===== src/rtl/blit_engine.sv =====
module blit_engine #(
  parameter int         CRD_W     = 16,
  parameter int         PITCH_W   = 16,
  parameter int         ADDR_W    = 16,
  parameter int         PIX_W     = 32,
  parameter int         MEM_BYTES = 8192,
  parameter int         COORD_LIM = 'h3FFF,
  parameter logic [3:0] DT_32BPP  = 4'h6
) (
  input  logic               clk,
  input  logic               rst_n,
  input  logic               start,
  input  logic [2:0]         ctrl,
  input  logic [7:0]         mix,
  input  logic [3:0]         dtype,
  input  logic [CRD_W-1:0]   dst_x,
  input  logic [CRD_W-1:0]   dst_y,
  input  logic [CRD_W-1:0]   src_x,
  input  logic [CRD_W-1:0]   src_y,
  input  logic [CRD_W-1:0]   width,
  input  logic [CRD_W-1:0]   height,
  input  logic [PITCH_W-1:0] dst_pitch,
  input  logic [PITCH_W-1:0] src_pitch,
  input  logic [PITCH_W-1:0] dflt_pitch,
  input  logic [ADDR_W-1:0]  dst_base,
  input  logic [ADDR_W-1:0]  src_base,
  input  logic [ADDR_W-1:0]  dflt_base,
  input  logic [PIX_W-1:0]   brush,
  output logic               mem_req,
  output logic               mem_we,
  output logic [ADDR_W-3:0]  mem_addr,
  output logic [PIX_W-1:0]   mem_wdata,
  input  logic [PIX_W-1:0]   mem_rdata,
  input  logic               mem_ready,
  output logic               busy,
  output logic               done,
  output logic               error,
  output logic               coord_we,
  output logic [CRD_W-1:0]   new_dst_x,
  output logic [CRD_W-1:0]   new_dst_y
);

  localparam int WA_W  = ADDR_W - 2;
  localparam int CHK_W = CRD_W + PITCH_W + ADDR_W + 2;
  localparam logic [CHK_W-1:0] MEM_END = CHK_W'(MEM_BYTES);
  localparam logic [CRD_W-1:0] LIM     = CRD_W'(COORD_LIM);
  localparam logic [7:0] OP_COPY  = 8'hCC;
  localparam logic [7:0] OP_BRUSH = 8'hF0;
  localparam logic [7:0] OP_BLACK = 8'h00;
  localparam logic [7:0] OP_WHITE = 8'hFF;

  typedef enum logic [1:0] {S_IDLE, S_CHECK, S_READ, S_WRITE} state_t;
  state_t st;

  logic [2:0]         r_ctrl;
  logic [7:0]         r_mix;
  logic [3:0]         r_dtype;
  logic [CRD_W-1:0]   r_dx, r_dy, r_sx, r_sy, r_w, r_h;
  logic [PITCH_W-1:0] r_dp, r_sp;
  logic [ADDR_W-1:0]  r_db, r_sb;
  logic [PIX_W-1:0]   r_brush, pix;

  logic [WA_W-1:0]    d_row, s_row, d_col, s_col, d_col0, s_col0;
  logic [WA_W-1:0]    d_pw, s_pw;
  logic [CRD_W-1:0]   col_cnt, row_cnt;

  function automatic logic region_ok(input logic [CRD_W-1:0] x, input logic [CRD_W-1:0] y,
                                     input logic [CRD_W-1:0] h, input logic [PITCH_W-1:0] p,
                                     input logic [ADDR_W-1:0] b);
    logic [CHK_W-1:0] last;
    last = CHK_W'(b) + (CHK_W'(y) + CHK_W'(h)) * CHK_W'(p);
    return (x <= LIM) && (y <= LIM) && (p != '0) && (p[1:0] == 2'b00)
           && (CHK_W'(b) < MEM_END) && (last < MEM_END);
  endfunction

  function automatic logic [WA_W-1:0] row_word(input logic [ADDR_W-1:0] b,
                                              input logic [CRD_W-1:0] y,
                                              input logic [PITCH_W-1:0] p);
    logic [CHK_W-1:0] a;
    a = CHK_W'(b) + CHK_W'(y) * CHK_W'(p);
    return a[WA_W+1:2];
  endfunction

  logic ltr, ttb, is_copy, rop_ok, cmd_ok, col_last, row_last;
  logic [CRD_W-1:0] dsx, dsy, ssx, ssy, dx0, dy0, sx0, sy0, wbx, wby;
  logic [PIX_W-1:0] fill_col;

  assign ltr = r_ctrl[0];
  assign ttb = r_ctrl[1];

  assign dsx = ltr ? r_dx : r_dx + CRD_W'(1) - r_w;
  assign dsy = ttb ? r_dy : r_dy + CRD_W'(1) - r_h;
  assign ssx = ltr ? r_sx : r_sx + CRD_W'(1) - r_w;
  assign ssy = ttb ? r_sy : r_sy + CRD_W'(1) - r_h;

  assign dx0 = ltr ? dsx : r_dx;
  assign dy0 = ttb ? dsy : r_dy;
  assign sx0 = ltr ? ssx : r_sx;
  assign sy0 = ttb ? ssy : r_sy;

  assign is_copy = (r_mix == OP_COPY);
  assign rop_ok  = is_copy || r_mix == OP_BRUSH || r_mix == OP_BLACK || r_mix == OP_WHITE;
  assign cmd_ok  = rop_ok && (r_dtype == DT_32BPP) && (r_w != '0) && (r_h != '0)
                   && region_ok(dsx, dsy, r_h, r_dp, r_db)
                   && (!is_copy || region_ok(ssx, ssy, r_h, r_sp, r_sb));

  assign fill_col = (r_mix == OP_BRUSH) ? r_brush :
                    (r_mix == OP_BLACK) ? {8'hFF, (PIX_W-8)'(0)} : '1;

  assign wbx = !is_copy ? r_dx : (ltr ? dsx + r_w : dsx);
  assign wby = ttb ? dsy + r_h : dsy;

  assign col_last = (col_cnt == r_w - CRD_W'(1));
  assign row_last = (row_cnt == r_h - CRD_W'(1));

  assign busy      = (st != S_IDLE);
  assign mem_req   = (st == S_READ) || (st == S_WRITE);
  assign mem_we    = (st == S_WRITE);
  assign mem_addr  = (st == S_READ) ? s_row + s_col : d_row + d_col;
  assign mem_wdata = is_copy ? pix : fill_col;

  always_ff @(posedge clk) begin
    if (!rst_n) begin
      st <= S_IDLE;
      done <= 1'b0;
      error <= 1'b0;
      coord_we <= 1'b0;
      new_dst_x <= '0;
      new_dst_y <= '0;
      r_ctrl <= '0;
      r_mix <= '0;
      r_dtype <= '0;
      r_dx <= '0;
      r_dy <= '0;
      r_sx <= '0;
      r_sy <= '0;
      r_w <= '0;
      r_h <= '0;
      r_dp <= '0;
      r_sp <= '0;
      r_db <= '0;
      r_sb <= '0;
      r_brush <= '0;
      pix <= '0;
      d_row <= '0;
      s_row <= '0;
      d_col <= '0;
      s_col <= '0;
      d_col0 <= '0;
      s_col0 <= '0;
      d_pw <= '0;
      s_pw <= '0;
      col_cnt <= '0;
      row_cnt <= '0;
    end else begin
      done <= 1'b0;
      coord_we <= 1'b0;
      case (st)
        S_IDLE: if (start) begin
          r_ctrl <= ctrl;
          r_mix <= mix;
          r_dtype <= dtype;
          r_dx <= dst_x;
          r_dy <= dst_y;
          r_sx <= src_x;
          r_sy <= src_y;
          r_w <= width;
          r_h <= height;
          r_dp <= ctrl[2] ? dst_pitch : dflt_pitch;
          r_sp <= ctrl[2] ? src_pitch : dflt_pitch;
          r_db <= ctrl[2] ? dst_base : dflt_base;
          r_sb <= ctrl[2] ? src_base : dflt_base;
          r_brush <= brush;
          error <= 1'b0;
          st <= S_CHECK;
        end
        S_CHECK: begin
          if (!cmd_ok) begin
            error <= 1'b1;
            done <= 1'b1;
            st <= S_IDLE;
          end else begin
            d_row <= row_word(r_db, dy0, r_dp);
            s_row <= row_word(r_sb, sy0, r_sp);
            d_col <= WA_W'(dx0);
            s_col <= WA_W'(sx0);
            d_col0 <= WA_W'(dx0);
            s_col0 <= WA_W'(sx0);
            d_pw <= WA_W'(r_dp >> 2);
            s_pw <= WA_W'(r_sp >> 2);
            col_cnt <= '0;
            row_cnt <= '0;
            st <= is_copy ? S_READ : S_WRITE;
          end
        end
        S_READ: if (mem_ready) begin
          pix <= mem_rdata;
          st <= S_WRITE;
        end
        S_WRITE: if (mem_ready) begin
          if (col_last && row_last) begin
            done <= 1'b1;
            coord_we <= 1'b1;
            new_dst_x <= wbx;
            new_dst_y <= wby;
            st <= S_IDLE;
          end else begin
            if (col_last) begin
              col_cnt <= '0;
              row_cnt <= row_cnt + CRD_W'(1);
              d_col <= d_col0;
              s_col <= s_col0;
              d_row <= ttb ? d_row + d_pw : d_row - d_pw;
              s_row <= ttb ? s_row + s_pw : s_row - s_pw;
            end else begin
              col_cnt <= col_cnt + CRD_W'(1);
              d_col <= ltr ? d_col + WA_W'(1) : d_col - WA_W'(1);
              s_col <= ltr ? s_col + WA_W'(1) : s_col - WA_W'(1);
            end
            st <= is_copy ? S_READ : S_WRITE;
          end
        end
        default: st <= S_IDLE;
      endcase
    end
  end

  a_r11_hold_request: assert property (@(posedge clk) disable iff (!rst_n)
    mem_req && !mem_ready |=> mem_req && $stable(mem_addr) && $stable(mem_we) && $stable(mem_wdata));

  a_r12_req_only_busy: assert property (@(posedge clk) disable iff (!rst_n)
    mem_req |-> busy);

  a_r12_done_single: assert property (@(posedge clk) disable iff (!rst_n)
    done |=> !done);

  a_r12_busy_ends_with_done: assert property (@(posedge clk) disable iff (!rst_n)
    $fell(busy) |-> done);

  a_r6_reject_no_writeback: assert property (@(posedge clk) disable iff (!rst_n)
    done && error |-> !coord_we);

  a_r8_writeback_at_done: assert property (@(posedge clk) disable iff (!rst_n)
    coord_we |-> done);

  a_r2_fill_only_writes: assert property (@(posedge clk) disable iff (!rst_n)
    mem_req && (r_mix != OP_COPY) |-> mem_we);

endmodule


===== config.mk =====
export PLATFORM = sky130hd
export DESIGN_NAME = blit_engine
export DESIGN_NICKNAME = d
export VERILOG_FILES = /design/src/rtl/blit_engine.sv
export SDC_FILE = /design/constraint.sdc
export NUM_CORES = 2
export LEC_CHECK = 0
export BUFFER_PORTS_ARGS = -buffer_cell sky130_fd_sc_hd__clkbuf_2
export CAP_MARGIN = 20
export CORE_MARGIN = 5
export CORE_UTILIZATION = 55
export CTS_BUF_LIST = sky130_fd_sc_hd__clkbuf_2
export DETAILED_ROUTE_END_ITERATION = 16
export GPL_TIMING_DRIVEN = 0
export HOLD_SLACK_MARGIN = 0.15
export PLACE_DENSITY = 0.82
export SYNTH_ARGS = -nofsm -noshare
export SYNTH_HDL_FRONTEND = slang
export SYNTH_SLANG_ARGS = --single-unit

===== constraint.sdc =====
create_clock -name clk -period 37.1 [get_ports clk]
set_clock_uncertainty 0.2 [all_clocks]
set_input_delay 3.71 -clock clk [delete_from_list [all_inputs] [get_ports clk]]
set_output_delay 3.71 -clock clk [all_outputs]
set_load 0.02 [all_outputs]

; Yosys cells after proc, flatten, opt, wreduce, memory -nomap -nowiden
; Index checks and enable logic that the tools add are counted.
[word_totals]
elab_cells = 197
register_bits = 419
in_bits = 275
[classes]
multipliers = 4
n_mux = 66
reduce_logical = 42
n_addsub = 30
eq_ne = 16
magnitude_cmp = 8
[ops]
columns = cell, count
row1 = two-way mux 14 bit, 23
row2 = two-way mux 16 bit, 20
row3 = one-hot mux 14 bit (2 select lines), 4
row4 = adder 16 x 1 -> 16 bit (second input constant), 6
row5 = adder 16 x 33 -> 34 bit, 2
row6 = < comparator 34 x 14 -> 1 bit (second input constant), 2
row7 = multiplier 17 x 16 -> 33 bit, 2
row8 = adder 16 bit, 4
row9 = <= comparator 16 x 14 -> 1 bit (second input constant), 4
row10 = two-way mux 32 bit, 2
row11 = one-hot mux 16 bit (2 select lines), 2
row12 = nonzero test 16 bit, 4
row13 = subtractor 16 bit, 4
row14 = adder 14 bit, 4
row15 = adder 16 x 16 -> 17 bit, 2
row16 = == test 16 bit, 2
row17 = < comparator 16 x 14 -> 1 bit (second input constant), 2
row18 = multiplier 16 x 16 -> 16 bit, 2
row19 = subtractor 16 x 1 -> 16 bit (second input constant), 2
row20 = adder 14 x 1 -> 14 bit (second input constant), 2
row21 = subtractor 14 x 1 -> 14 bit (second input constant), 2
row22 = subtractor 14 bit, 2
row23 = == test 8 bit (second input constant), 3
row24 = two-way mux 24 bit, 1
row25 = other kinds (19), 63

; Depth between registers and ports, before layout
[logic_depth]
depth_word = 13
ltp_mapped = 51
ltp_nobuf = 47

; Worst setup path after synthesis
; OpenSTA, ideal clock, no wires.
[synth_timing]
path_kind = flip-flop to flip-flop
from = reg r_dy[1]
to = reg row_cnt[4]
setup_time_ns = 0.071
arrival_time_ns = 11.335
synth_period_minus_slack_ns = 11.606
path_slack_ns = 25.494
required_time_ns = 36.829
n_path_buf = 5
stages_incl_launch_ff = 48
cell_sequence = dfxtp_1 clkbuf_1 clkbuf_1 inv_1 ha_1 inv_1 ha_1 inv_1 fa_1 nand2b_1 a21oi_1 o2bb2ai_1 o211ai_1 xor2_1 mux2_2 ha_1 or3_1 a311o_1 [12 not listed] inv_1 fa_1 inv_1 ha_1 clkbuf_1 nand3_1 or4_4 a311oi_4 o31ai_4 mux2i_1 or4_1 nor4_2 and4b_1 nand4_1 buf_2 o21a_1 or3_1 a21oi_1
[synth_via]
elab_chain_cells = 13
word_cells_on_any_way = 17
classes_between = add/sub (4) / mul (1) / order compare (2) / eq/ne (1) / mux (1) / reduce/logical (8)
[synth_lines]
columns = element, line
row1 = start: declaration, 58  ; logic [CRD_W-1:0] r_dx, r_dy, r_sx, r_sy, r_w, r_h;
row2 = start signal: assignment, 164  ; r_dy <= dst_y;
row3 = adder 16 x 1 -> 16 bit, 92  ; assign dsy = ttb ? r_dy : r_dy + CRD_W'(1) - r_h;
row4 = subtractor 16 bit, 92
row5 = two-way mux 16 bit (*), 92
row6 = branches (longest 5 deep; another with adder 16 x 33 -> 34 bit), n/a
row7 = logical AND 1 bit (*), 73  ; && (CHK_W'(b) < MEM_END) && (last < MEM_END);
row8 = logical AND 1 bit (*), 104  ; && region_ok(dsx, dsy, r_h, r_dp, r_db)
row9 = logical AND 1 bit (*), 105  ; && (!is_copy || region_ok(ssx, ssy, r_h, r_sp, r_sb));
row10 = inequality test 2 bit (no source line) (*), n/a
row11 = AND reduction 5 bit (no source line) (*), n/a
row12 = end signal: assignment, 210  ; row_cnt <= row_cnt + CRD_W'(1);
row13 = end: declaration, 65  ; logic [CRD_W-1:0] col_cnt, row_cnt;
; Mark *: on every way between the ends.
; A chain may end at the register's enable or synchronous reset.

; Worst setup path in the final report
[layout_timing]
from = reg r_ctrl[1]
to = reg s_col[10]
[layout_via]
elab_chain_cells = 11
word_cells_on_any_way = 27
classes_between = add/sub (4) / mul (2) / order compare (4) / eq/ne (1) / mux (2) / reduce/logical (14)
[layout_lines]
columns = element, line
row1 = start: declaration, 55  ; logic [2:0] r_ctrl;
row2 = start signal: assignment, 160  ; r_ctrl <= ctrl;
row3 = branches (longest 8 deep; another with adder 16 x 33 -> 34 bit), n/a
row4 = logical AND 1 bit (*), 105
row5 = inequality test 2 bit (no source line) (*), n/a
row6 = AND reduction 4 bit (no source line) (*), n/a
row7 = end signal: assignment, 186  ; s_col <= WA_W'(sx0);
row8 = end signal: assignment, 212  ; s_col <= s_col0;
row9 = end signal: assignment, 218  ; s_col <= ltr ? s_col + WA_W'(1) : s_col - WA_W'(1);
row10 = end: declaration, 63  ; logic [WA_W-1:0] d_row, s_row, d_col, s_col, d_col0, s_col0;
; Marks and branches as above.

==> metrics.cfg <==
[worst_setup_path]
crit_type=reg -> reg
cpMaxStageDelayCell=nor3_1
r2r-start=r_ctrl[1]$_SDFFE_PN0P_
reg2reg_depth=42
cp.required_ns=38.06
regToRegSetupSlack_ns=22.04
start_kind=register
r2r_end=s_col[10]$_SDFFE_PN0P_
crit_fanout=10
crit_path_max_incr_delay_ns=0.92
cpMostUsedCell=fa_1
critPathCaptureType=register
arrival_ns=16.02

[worst_hold_path]
worstHoldStart=r_brush[20]$_SDFFE_PN0P_
holdPathEnd=r_brush[20]$_SDFFE_PN0P_
hold_path.class=reg -> reg
whs_path_depth=2

[global_routing]
overflow=0
antenna_found_initial=16
grt_util_all_layers_pct=37.20
grt_max_degree=25
grt_pass1_vias=51830
grt_pass1_wl_um=305100

[synth]
synth_cell_types=89
ys_ff_latch=419
async_reset_ff_share_pct=0
synth_seq_area_share_pct=15.16
syn-num-nets=8320
syn_area_um2=55330
yosys_warnings=0
syn_inst=6828
synth_edf_count=0
avgSynthCellArea_um2=8.103
ys.flop_type=dfxtp_1

[timing]
fin_crit_ns=15.06
final-setup-viol-count=0
slew-limit-headroom_pct=16.91
fin_crit_sh_pct=40.60
slew_viol_final=0
fin_tns_setup_ns=0
fmax_mhz=66.40
finalHoldViolations=0
rsz0062_at_grt=no
tightest_slew_ns=1.239

[drt]
via_count=52470
routed_wl_um=204300
first_pass_iters=8
drtAntennaViolNets=0
vias_per_cell=6.033
drt_iter0_drc=5342
drc=0
wl_per_cell_um=23.48

[final_layout]
post-route-util_pct=59.89
area_growth_pct=8.243
finalInstanceArea_um2=59890
drive_gt1_share_pct=8.417
top_regs=pix x32, r_brush x32
num-nets-final=8798
fill_cells=8948

[cts]
cts_resized=0
cts_sinks=419
cts_setup_buffers=0
holdBufCountCts=0
insertion_delay_ns=1.38
cts-root-buf=clkbuf_2
clkTransAtPathRegs_ns=0.11
cts_buffer_depth=3
numCtsBuffers=111
cts_tree=yes
htree_num_levels=3

[place]
place_congestion=1.105
place_area_um2=58810
dpl.hpwl_um=168100
io_buffer_count=357

[floorplan]
fp.dieH_um=327.2
fp.dieW_um=327.2
io_pins=359
fp.coreArea_um2=100000
die_area_um2=107000
rows=116
start_util_pct=55.33

[job]
max_cap_violations=0

[outcome]
outcome=completed

==> final cells by class <==
type / instances / area [µm²] / share of cell area, %
antenna: 10 / 25.02 / 0.04178
buffer: 357 / 1394 / 2.327
clock buffer: 152 / 760.7 / 1.270
clock inverter: 45 / 274.0 / 0.4575
inverter: 958 / 3596 / 6.004
multi-input combinational: 5094 / 41950 / 70.05
sequential: 419 / 8388 / 14.01
tap: 1298 / 1624 / 2.712
timing repair buffer: 365 / 1874 / 3.130
==> how the worst max path moves through the flow <==
stage                            from                  endpoint  slack, ns  cells past startpoint
2_1_floorplan    r_dy[1]$_SDFFE_PN0P_   row_cnt[4]$_SDFFE_PN0P_      25.49                     47
3_3_place_gp   r_ctrl[1]$_SDFFE_PN0P_   col_cnt[3]$_SDFFE_PN0P_      22.16                     41
3_5_place_dp   r_ctrl[1]$_SDFFE_PN0P_  col_cnt[12]$_SDFFE_PN0P_      22.47                     42
4_1_cts        r_ctrl[1]$_SDFFE_PN0P_    s_col[10]$_SDFFE_PN0P_      22.46                     42
5_1_grt        r_ctrl[1]$_SDFFE_PN0P_    s_col[10]$_SDFFE_PN0P_      21.79                     43
6_report       r_ctrl[1]$_SDFFE_PN0P_    s_col[10]$_SDFFE_PN0P_      22.04                     42
==> critical path, delay by kind of cell (launching register included) <==
kind                       cells  cell delay, ns
AOI/OAI and AO/OA             12            3.25
buffers and inverters         10            3.46
adders and majority gates      8            3.72
and+or+nand+nor               11            3.37
muxes                          1            0.35
DFF                            1            0.52
==> kinds of logic (layout without fill, tap and decap cells) <==
| kind of cell | Yosys count | in the layout | synth area share, % |
|---|---|---|---|
| and+or+nand+nor | 2313 | 2313 | 19.19 |
| buffers and inverters | 1315 | 1877 | 9.014 |
| adders and majority gates | 1217 | 1217 | 36.30 |
| AOI/OAI and AO/OA | 1106 | 1106 | 12.72 |
| DFF | 419 | 419 | 15.16 |
| xor gates and xnor gates | 315 | 315 | 4.986 |
| muxes | 143 | 143 | 2.634 |
| other | 0 | 10 | 0 |
==> cells in the mapped netlist, types with 113 or more instances <==
master,instances,area share [%]
clkbuf_1,322,2.2
dfxtp_1,419,15
ha_1,570,13
o21ai_0,185,1.7
inv_1,957,6.5
xnor2_1,195,3.1
nand2_1,1126,7.6
and2_1,272,3.1
a21oi_1,412,3.7
a211oi_1,154,2.1
nor2_1,375,2.5
mux2i_1,122,2.2
xor2_1,120,1.9
nor3_1,113,1.0
fa_1,647,23
==> routing by layer <==
metal | GRT usage, % | wire length [µm] | vias to the layer above
li1 | - | - | 23140
met1 | 44.99 | 72610 | 25080
met2 | 55.91 | 85730 | 3381
met3 | 14.48 | 29650 | 854
met4 | 22.99 | 16170 | 14
met5 | 0 | 93 | -
==> through the flow <==
step	setup slack, ns	std cells	hold WS (ns)
3_3_place_gp	22.16	8483	0.2425
3_5_place_dp	22.47	8488	0.2472
4_1_cts	22.46	8685	0.2610
2_1_floorplan	25.49	6828	0.2365
5_1_grt	21.79	8694	0.2800
6_report	22.04	8698	0.2589
==> layout by cell type (no fill, tap or decap), types with 32 or more instances in the layout <==
cell | Yosys | layout
nor3_1 | 113 | 113
a21o_1 | 65 | 65
mux2i_1 | 122 | 122
clkbuf_1 | 322 | 320
xor2_1 | 120 | 120
nor2_1 | 375 | 375
clkbuf_2 | 0 | 511
nor4_1 | 43 | 43
a31oi_1 | 32 | 32
nand3_1 | 70 | 70
nand4_1 | 50 | 50
fa_1 | 647 | 647
dfxtp_1 | 419 | 419
nand2_1 | 1126 | 1126
inv_1 | 957 | 957
a21oi_1 | 412 | 412
and2_1 | 272 | 272
ha_1 | 570 | 570
xnor2_1 | 195 | 195
and3_1 | 33 | 33
o21ai_0 | 185 | 185
nor2b_1 | 89 | 89
a211oi_1 | 154 | 154
o21a_1 | 40 | 40
nand2b_1 | 64 | 64
Power is left out: the tool's default activity adds up to more than one toggle a clock period on the data nets, which glitch-free logic cannot reach.
